### src/rtl/dma_page_pkg.sv
package dma_page_pkg;

    typedef enum logic [1:0] {
        CH_IDLE = 2'd0,
        CH_RUN  = 2'd1,
        CH_DONE = 2'd2
    } chan_state_e;

endpackage

### src/rtl/dma_chan_fsm.sv
module dma_chan_fsm
    import dma_page_pkg::*;
(
    input  logic        clk,
    input  logic        rst_n,
    input  logic        load,
    input  logic        step_ok,
    input  logic        count_zero,
    input  logic        auto_init,
    output logic        accept,
    output logic        tc_event,
    output logic        reload,
    output logic        masked,
    output logic        tc_status
);

    chan_state_e state_q;
    chan_state_e state_d;

    // state register
    always_ff @(posedge clk) begin
        if (!rst_n) begin
            state_q <= CH_IDLE;
        end else begin
            state_q <= state_d;
        end
    end

    // next state and outputs
    always_comb begin
        state_d  = state_q;
        accept   = 1'b0;
        tc_event = 1'b0;
        reload   = 1'b0;
        unique case (state_q)
            CH_IDLE: begin
                if (load) state_d = CH_RUN;            // T_ARM
            end
            CH_RUN: begin
                if (load) begin
                    state_d = CH_RUN;                  // T_ARM
                end else if (step_ok) begin
                    accept = 1'b1;
                    if (count_zero) begin
                        tc_event = 1'b1;
                        if (auto_init) begin
                            reload  = 1'b1;
                            state_d = CH_RUN;          // T_RELOAD
                        end else begin
                            state_d = CH_DONE;         // T_TERM
                        end
                    end else begin
                        state_d = CH_RUN;              // T_STEP
                    end
                end
            end
            CH_DONE: begin
                if (load) state_d = CH_RUN;            // T_ARM
            end
            default: state_d = CH_IDLE;
        endcase
    end

    assign masked    = (state_q != CH_RUN);
    assign tc_status = (state_q == CH_DONE);

endmodule

### src/rtl/dma_step_unit.sv
module dma_step_unit #(
    parameter int ADDR_W  = 16,
    parameter int COUNT_W = 16
) (
    input  logic               clk,
    input  logic               rst_n,
    input  logic               load,
    input  logic               accept,
    input  logic               reload,
    input  logic               tc_event,
    input  logic               dec_mode,
    input  logic [ADDR_W-1:0]  base_addr,
    input  logic [COUNT_W-1:0] base_count,
    output logic [ADDR_W-1:0]  cur_addr,
    output logic [COUNT_W-1:0] cur_count,
    output logic               count_zero,
    output logic               tc_pulse
);

    localparam logic [ADDR_W-1:0]  ADDR_ONE  = ADDR_W'(1);
    localparam logic [COUNT_W-1:0] COUNT_ONE = COUNT_W'(1);

    logic [ADDR_W-1:0] addr_next;

    // stepping is confined to the address width: no carry into the page
    assign addr_next  = dec_mode ? (cur_addr - ADDR_ONE) : (cur_addr + ADDR_ONE);
    assign count_zero = (cur_count == '0);

    always_ff @(posedge clk) begin
        if (!rst_n) begin
            cur_addr  <= '0;
            cur_count <= '0;
            tc_pulse  <= 1'b0;
        end else begin
            tc_pulse <= tc_event;
            if (load || reload) begin
                cur_addr  <= base_addr;
                cur_count <= base_count;
            end else if (accept) begin
                cur_addr  <= addr_next;
                cur_count <= cur_count - COUNT_ONE;
            end
        end
    end

endmodule

### src/rtl/dma_addr_compose.sv
module dma_addr_compose #(
    parameter int ADDR_W     = 16,
    parameter int PAGE_W     = 8,
    parameter bit HI_PAGE_EN = 1'b1
) (
    input  logic [ADDR_W-1:0]          cur_addr,
    input  logic [PAGE_W-1:0]          page,
    input  logic [PAGE_W-1:0]          hi_page,
    input  logic                       word_mode,
    output logic [ADDR_W+2*PAGE_W-1:0] bus_addr
);

    localparam int LOW_W = ADDR_W + PAGE_W;

    logic [LOW_W-1:0] low_part;

    // word channels drop page bit 0; address bit 16 comes from the shift
    always_comb begin
        if (word_mode) begin
            low_part = {page[PAGE_W-1:1], cur_addr, 1'b0};
        end else begin
            low_part = {page, cur_addr};
        end
    end

    generate
        if (HI_PAGE_EN) begin : g_hi
            assign bus_addr = {hi_page, low_part};
        end else begin : g_no_hi
            logic unused_hi;
            assign unused_hi = ^hi_page;
            assign bus_addr  = {{PAGE_W{1'b0}}, low_part};
        end
    endgenerate

endmodule

### src/rtl/dma_page_addr_gen.sv
module dma_page_addr_gen #(
    parameter int ADDR_W     = 16,
    parameter int COUNT_W    = 16,
    parameter int PAGE_W     = 8,
    parameter bit HI_PAGE_EN = 1'b1,
    localparam int BUS_W     = ADDR_W + 2 * PAGE_W
) (
    input  logic               clk,
    input  logic               rst_n,
    input  logic               ctrl_en,
    input  logic               load,
    input  logic [ADDR_W-1:0]  base_addr,
    input  logic [COUNT_W-1:0] base_count,
    input  logic [PAGE_W-1:0]  page,
    input  logic [PAGE_W-1:0]  hi_page,
    input  logic               word_mode,
    input  logic               dec_mode,
    input  logic               auto_init,
    input  logic               step,
    output logic [BUS_W-1:0]   bus_addr,
    output logic [ADDR_W-1:0]  cur_addr,
    output logic [COUNT_W-1:0] cur_count,
    output logic               tc_pulse,
    output logic               tc_status,
    output logic               masked
);

    logic accept;
    logic tc_event;
    logic reload;
    logic count_zero;

    dma_chan_fsm u_fsm (
        .clk        (clk),
        .rst_n      (rst_n),
        .load       (load),
        .step_ok    (step && ctrl_en),
        .count_zero (count_zero),
        .auto_init  (auto_init),
        .accept     (accept),
        .tc_event   (tc_event),
        .reload     (reload),
        .masked     (masked),
        .tc_status  (tc_status)
    );

    dma_step_unit #(
        .ADDR_W  (ADDR_W),
        .COUNT_W (COUNT_W)
    ) u_step (
        .clk        (clk),
        .rst_n      (rst_n),
        .load       (load),
        .accept     (accept),
        .reload     (reload),
        .tc_event   (tc_event),
        .dec_mode   (dec_mode),
        .base_addr  (base_addr),
        .base_count (base_count),
        .cur_addr   (cur_addr),
        .cur_count  (cur_count),
        .count_zero (count_zero),
        .tc_pulse   (tc_pulse)
    );

    dma_addr_compose #(
        .ADDR_W     (ADDR_W),
        .PAGE_W     (PAGE_W),
        .HI_PAGE_EN (HI_PAGE_EN)
    ) u_compose (
        .cur_addr  (cur_addr),
        .page      (page),
        .hi_page   (hi_page),
        .word_mode (word_mode),
        .bus_addr  (bus_addr)
    );

endmodule

### config.mk
export PLATFORM = sky130hd
export DESIGN_NAME = dma_page_addr_gen
export DESIGN_NICKNAME = d
export VERILOG_FILES = /design/src/rtl/dma_page_pkg.sv /design/src/rtl/dma_chan_fsm.sv /design/src/rtl/dma_step_unit.sv /design/src/rtl/dma_addr_compose.sv /design/src/rtl/dma_page_addr_gen.sv
export SDC_FILE = /design/constraint.sdc
export NUM_CORES = 1
export LEC_CHECK = 0
export BUFFER_PORTS_ARGS = -buffer_cell sky130_fd_sc_hd__buf_2
export CAP_MARGIN = 40
export CORE_ASPECT_RATIO = 2
export CORE_UTILIZATION = 43
export CTS_CLUSTER_DIAMETER = 30
export DETAILED_ROUTE_END_ITERATION = 12
export PLACE_DENSITY = 0.77
export SYNTH_ARGS = -nofsm -noshare
export SYNTH_HDL_FRONTEND = slang
export SYNTH_SLANG_ARGS = --single-unit
### constraint.sdc
create_clock -name clk -period 2 [get_ports clk]
set_input_delay 0.2 -clock clk [delete_from_list [all_inputs] [get_ports clk]]
set_output_delay 0.2 -clock clk [all_outputs]
set_load 0.02 [all_outputs]
==> results by group <==
Worst setup path
  • WP buf/inv: 1
  • Crit. End Element: flip-flop
  • Critical path class: flip-flop to flip-flop
  • Slowest stage delay, CP: roughly 0.58 ns
  • Worst path required time: around 2.2 ns
  • CP Launch Type: flip-flop
  • Crit-path slowest cell: or4_4
  • Cell Chain, Critical Path: or4_4 > or4_4 > nor2_4 > nor2_4 > clkbuf_16 > o21ai_1 > a21oi_1
  • Cell family with most CP delay: simple AND/OR/NAND/NOR gates
  • Arrival time at the worst endpoint: between 2 and 2.5 ns
  • Crit-path max FO: 5

Clock tree
  • CTS tree: done
  • Total CTS buffers: 5
  • Clock transition at path regs: approximately 0.060 ns
  • Root buffer cell: clkbuf_16
  • Worst-skew pair later-pin latency: ~0.29 ns
  • CTS hold repair buffers: 0
  • Clk sink count: 35
  • Max Buffers Root-to-Sink: 2
  • H-tree levels: 2

Run
  • Max-cap violations: 0

Floorplan
  • I/O pins: 123
  • Die Y: 113 um
  • Die ar.: ~6500 um2
  • CORE AREA: ~6000 um2
  • Die W: around 58 um
  • Rows: 40
  • Initial core utilization: approximately 44%

GRT
  • Vias in the first global route: about 3200
  • GR peak layer: met2
  • GR Util met1: a little under 30%
  • Largest net degree at the start of global routing: 22
  • Met3 Use GR: approximately 5.5%
  • Grt total ovfl: 0
  • First-pass GRT wire length: approximately 15000 um
  • Met2 Resource Use GR: 55.3%
  • GRT Overall Usage: 30.0%
  • Initial antenna violation count: 0

Logic synthesis
  • Main area contributors after synthesis: dfxtp_1, ha_1, mux2_2
  • Yosys warnings: 0
  • Post-synth EDFFs: 0
  • Sequential share of the synthesized area: between 20% and 30%
  • Mapped Nets: slightly below 400
  • Synth top area share: a little over a quarter
  • Main synth FF type: dfxtp_1
  • Most numerous cell in the Yosys netlist: dfxtp_1
  • Mean post-synth cell area: about 8.3 um2
  • Mapped Area: around 2700 um2
  • Syn Inst Count: 320
  • Yosys reg bits: 35
  • Synth cell types: 54
  • Post-synth top cells: dfxtp_1, nand2_1, a21oi_1, xnor2_1, o21ai_0
  • Synth area leader: dfxtp_1
  • Async SR Flop Fraction: 0%

Routing
  • Wire per inst: between 15 and 20 um
  • Drt first pass iters: 9
  • Total number of vias: about 3300
  • Starting DRT DRC Count: 199
  • Residual DRC: 9
  • Detail-routed via count per cell: slightly above 6
  • Antenna viol nets, final: 0
  • WL final: ~10000 um

Place
  • Buffers on Ports: between 90 and 100
  • Worst slack, placed: -0.262 ns
  • DP HPWL: around 6500 um
  • Final GP Congestion: between 0.9 and 1

Timing
  • Worst Skew: 0.00688 ns
  • Slack of the critical path: -0.257 ns
  • Hold slack: 0.167 ns
  • Final Setup Violations: 33
  • Minimum clock period: ~2.3 ns
  • FMAX: around 440 MHz
  • Tcrit/Tclk final: 113%
  • Final Max Slew Viols: 0
  • Unrepaired setup endpoints after global routing: yes
  • Worst-Margin Slew: around 0.44 ns
  • Slew HR: slightly above 70%
  • Final hold viol count: 0

Layout
  • Ant. Diodes: 0
  • Syn-to-layout area delta: 57.5%
  • Utilization after layout: 69.7%
  • Fraction of layout cells with a size suffix above 1: between 50% and 60%
  • Nets@finish: ~550

Power and ir drop
  • VDD IR-drop max: ~0.00040 V
  • Leakage: 1.90 nW
  • Power Density: 607 nW/um2

Outcome
  • Failing checks: DRC, setup timing
  • Status: finished, violations left

Hold path
  • Tightest Hold Check Type: primary input to flip-flop
[kinds of logic after synthesis]
logic type | synth area share (%)
flops | 26.4
xor+xnor | 9.55
buf+inv | 7.67
simple gates | 19.5
compound gates | 21.5
fa+ha+maj | 8.28
mux | 7.15
[report_power, final]
group / total [mW] / leakage (nW) / switching [mW] / internal [mW]
sequential: 0.795 / 0.294 / 0.0486 / 0.747
combinational: 0.974 / 1.54 / 0.516 / 0.457
clock: 0.774 / 0.0679 / 0.313 / 0.461
[per-stage QoR]
step	setup TNS, ns	power, mW	cell area, um2	instances
6_report	-5.44	2.54	4190	538
5_1_grt	-7.73	2.65	4190	538
4_1_cts	-4.01	2.49	4050	531
3_5_place_dp	-5.50	1.63	3570	512
3_3_place_gp	-4.68	1.60	3550	511
2_1_floorplan	-2.40	1.33	2710	320
[sequential cells by signal (all words and copies together) (netlist names)]
signal	count
u_step.cur_addr	16
u_step.cur_count	16
u_step.tc_pulse	1
u_fsm.state_q	2
[worst reg2reg max path, cell delays in order, from the launching register on]
cell and delay (ns):
dfxtp_4 0.33, or4_4 0.54, or4_4 0.58, nor2_4 0.18
nor2_4 0.10, clkbuf_16 0.18, o21ai_1 0.18, a21oi_1 0.05
[layer usage]
layer / up-vias / wire (um)
met5: - / 0
met3: 49 / 537
met1: 1620 / 3500
met4: 0 / 536
li1: 1475 / -
met2: 159 / 5690
[final cells by class]
cell class | count | area (um2)
clock buffers | 7 | 133
clock inverters | 1 | 5.00
fillers | 433 | 1820
inverters | 5 | 18.8
multi-input cells | 254 | 2030
flip-flops and latches | 35 | 721
well taps | 63 | 78.8
repair buffers | 173 | 1200
[path summary, 6_finish.rpt]
path / from / end / depth (start not counted) / slack (ns)
setup reg to reg: u_step.cur_count[8]$_SDFFE_PN0P_ / u_step.cur_count[8]$_SDFFE_PN0P_ / 7 / -0.26
setup / recovery: u_step.cur_count[8]$_SDFFE_PN0P_ / u_step.cur_count[8]$_SDFFE_PN0P_ / 7 / -0.26
hold reg to reg: u_step.cur_addr[8]$_SDFFE_PN0P_ / u_step.cur_addr[8]$_SDFFE_PN0P_ / 2 / 0.53
hold / removal: base_addr[10] / u_step.cur_addr[10]$_SDFFE_PN0P_ / 3 / 0.17
[what timing repair did]
action / in CTS / in global routing
pin swaps: 23 / 8
gates cloned: 5 / 3
buffers inserted: 6 / 4
setup endpoints to repair: 34 / 35
gates resized for setup: 50 / 23
endpoints found under the hold margin: 0 / 0
[placed cells by master (no fill, tap or decap), types with 3 or more instances in the layout]
| master | n |
|---|---|
| dfxtp_1 | 25 |
| dfxtp_2 | 7 |
| dfxtp_4 | 3 |
| nor4_1 | 3 |
| or4_4 | 3 |
| a31oi_1 | 7 |
| clkbuf_16 | 9 |
| nor2_1 | 8 |
| xor2_1 | 9 |
| nor2_4 | 9 |
| o211ai_1 | 3 |
| ha_1 | 15 |
| buf_4 | 64 |
| xnor2_1 | 20 |
| nor2_2 | 4 |
| nor2b_1 | 3 |
| and3_1 | 3 |
| o22ai_1 | 4 |
| a311oi_2 | 3 |
| nor3_1 | 4 |
| mux2_2 | 16 |
| a211oi_2 | 7 |
| o21ai_1 | 10 |
| a22oi_2 | 3 |
| a21oi_2 | 3 |
| o21ai_2 | 5 |
| buf_2 | 92 |
| buf_6 | 11 |
| a21oi_1 | 25 |
| or3_1 | 3 |
| nand3_1 | 7 |
| nor3_2 | 3 |
| nand2_1 | 30 |
| o21ai_0 | 5 |
Power figures use the tool's default switching activity.
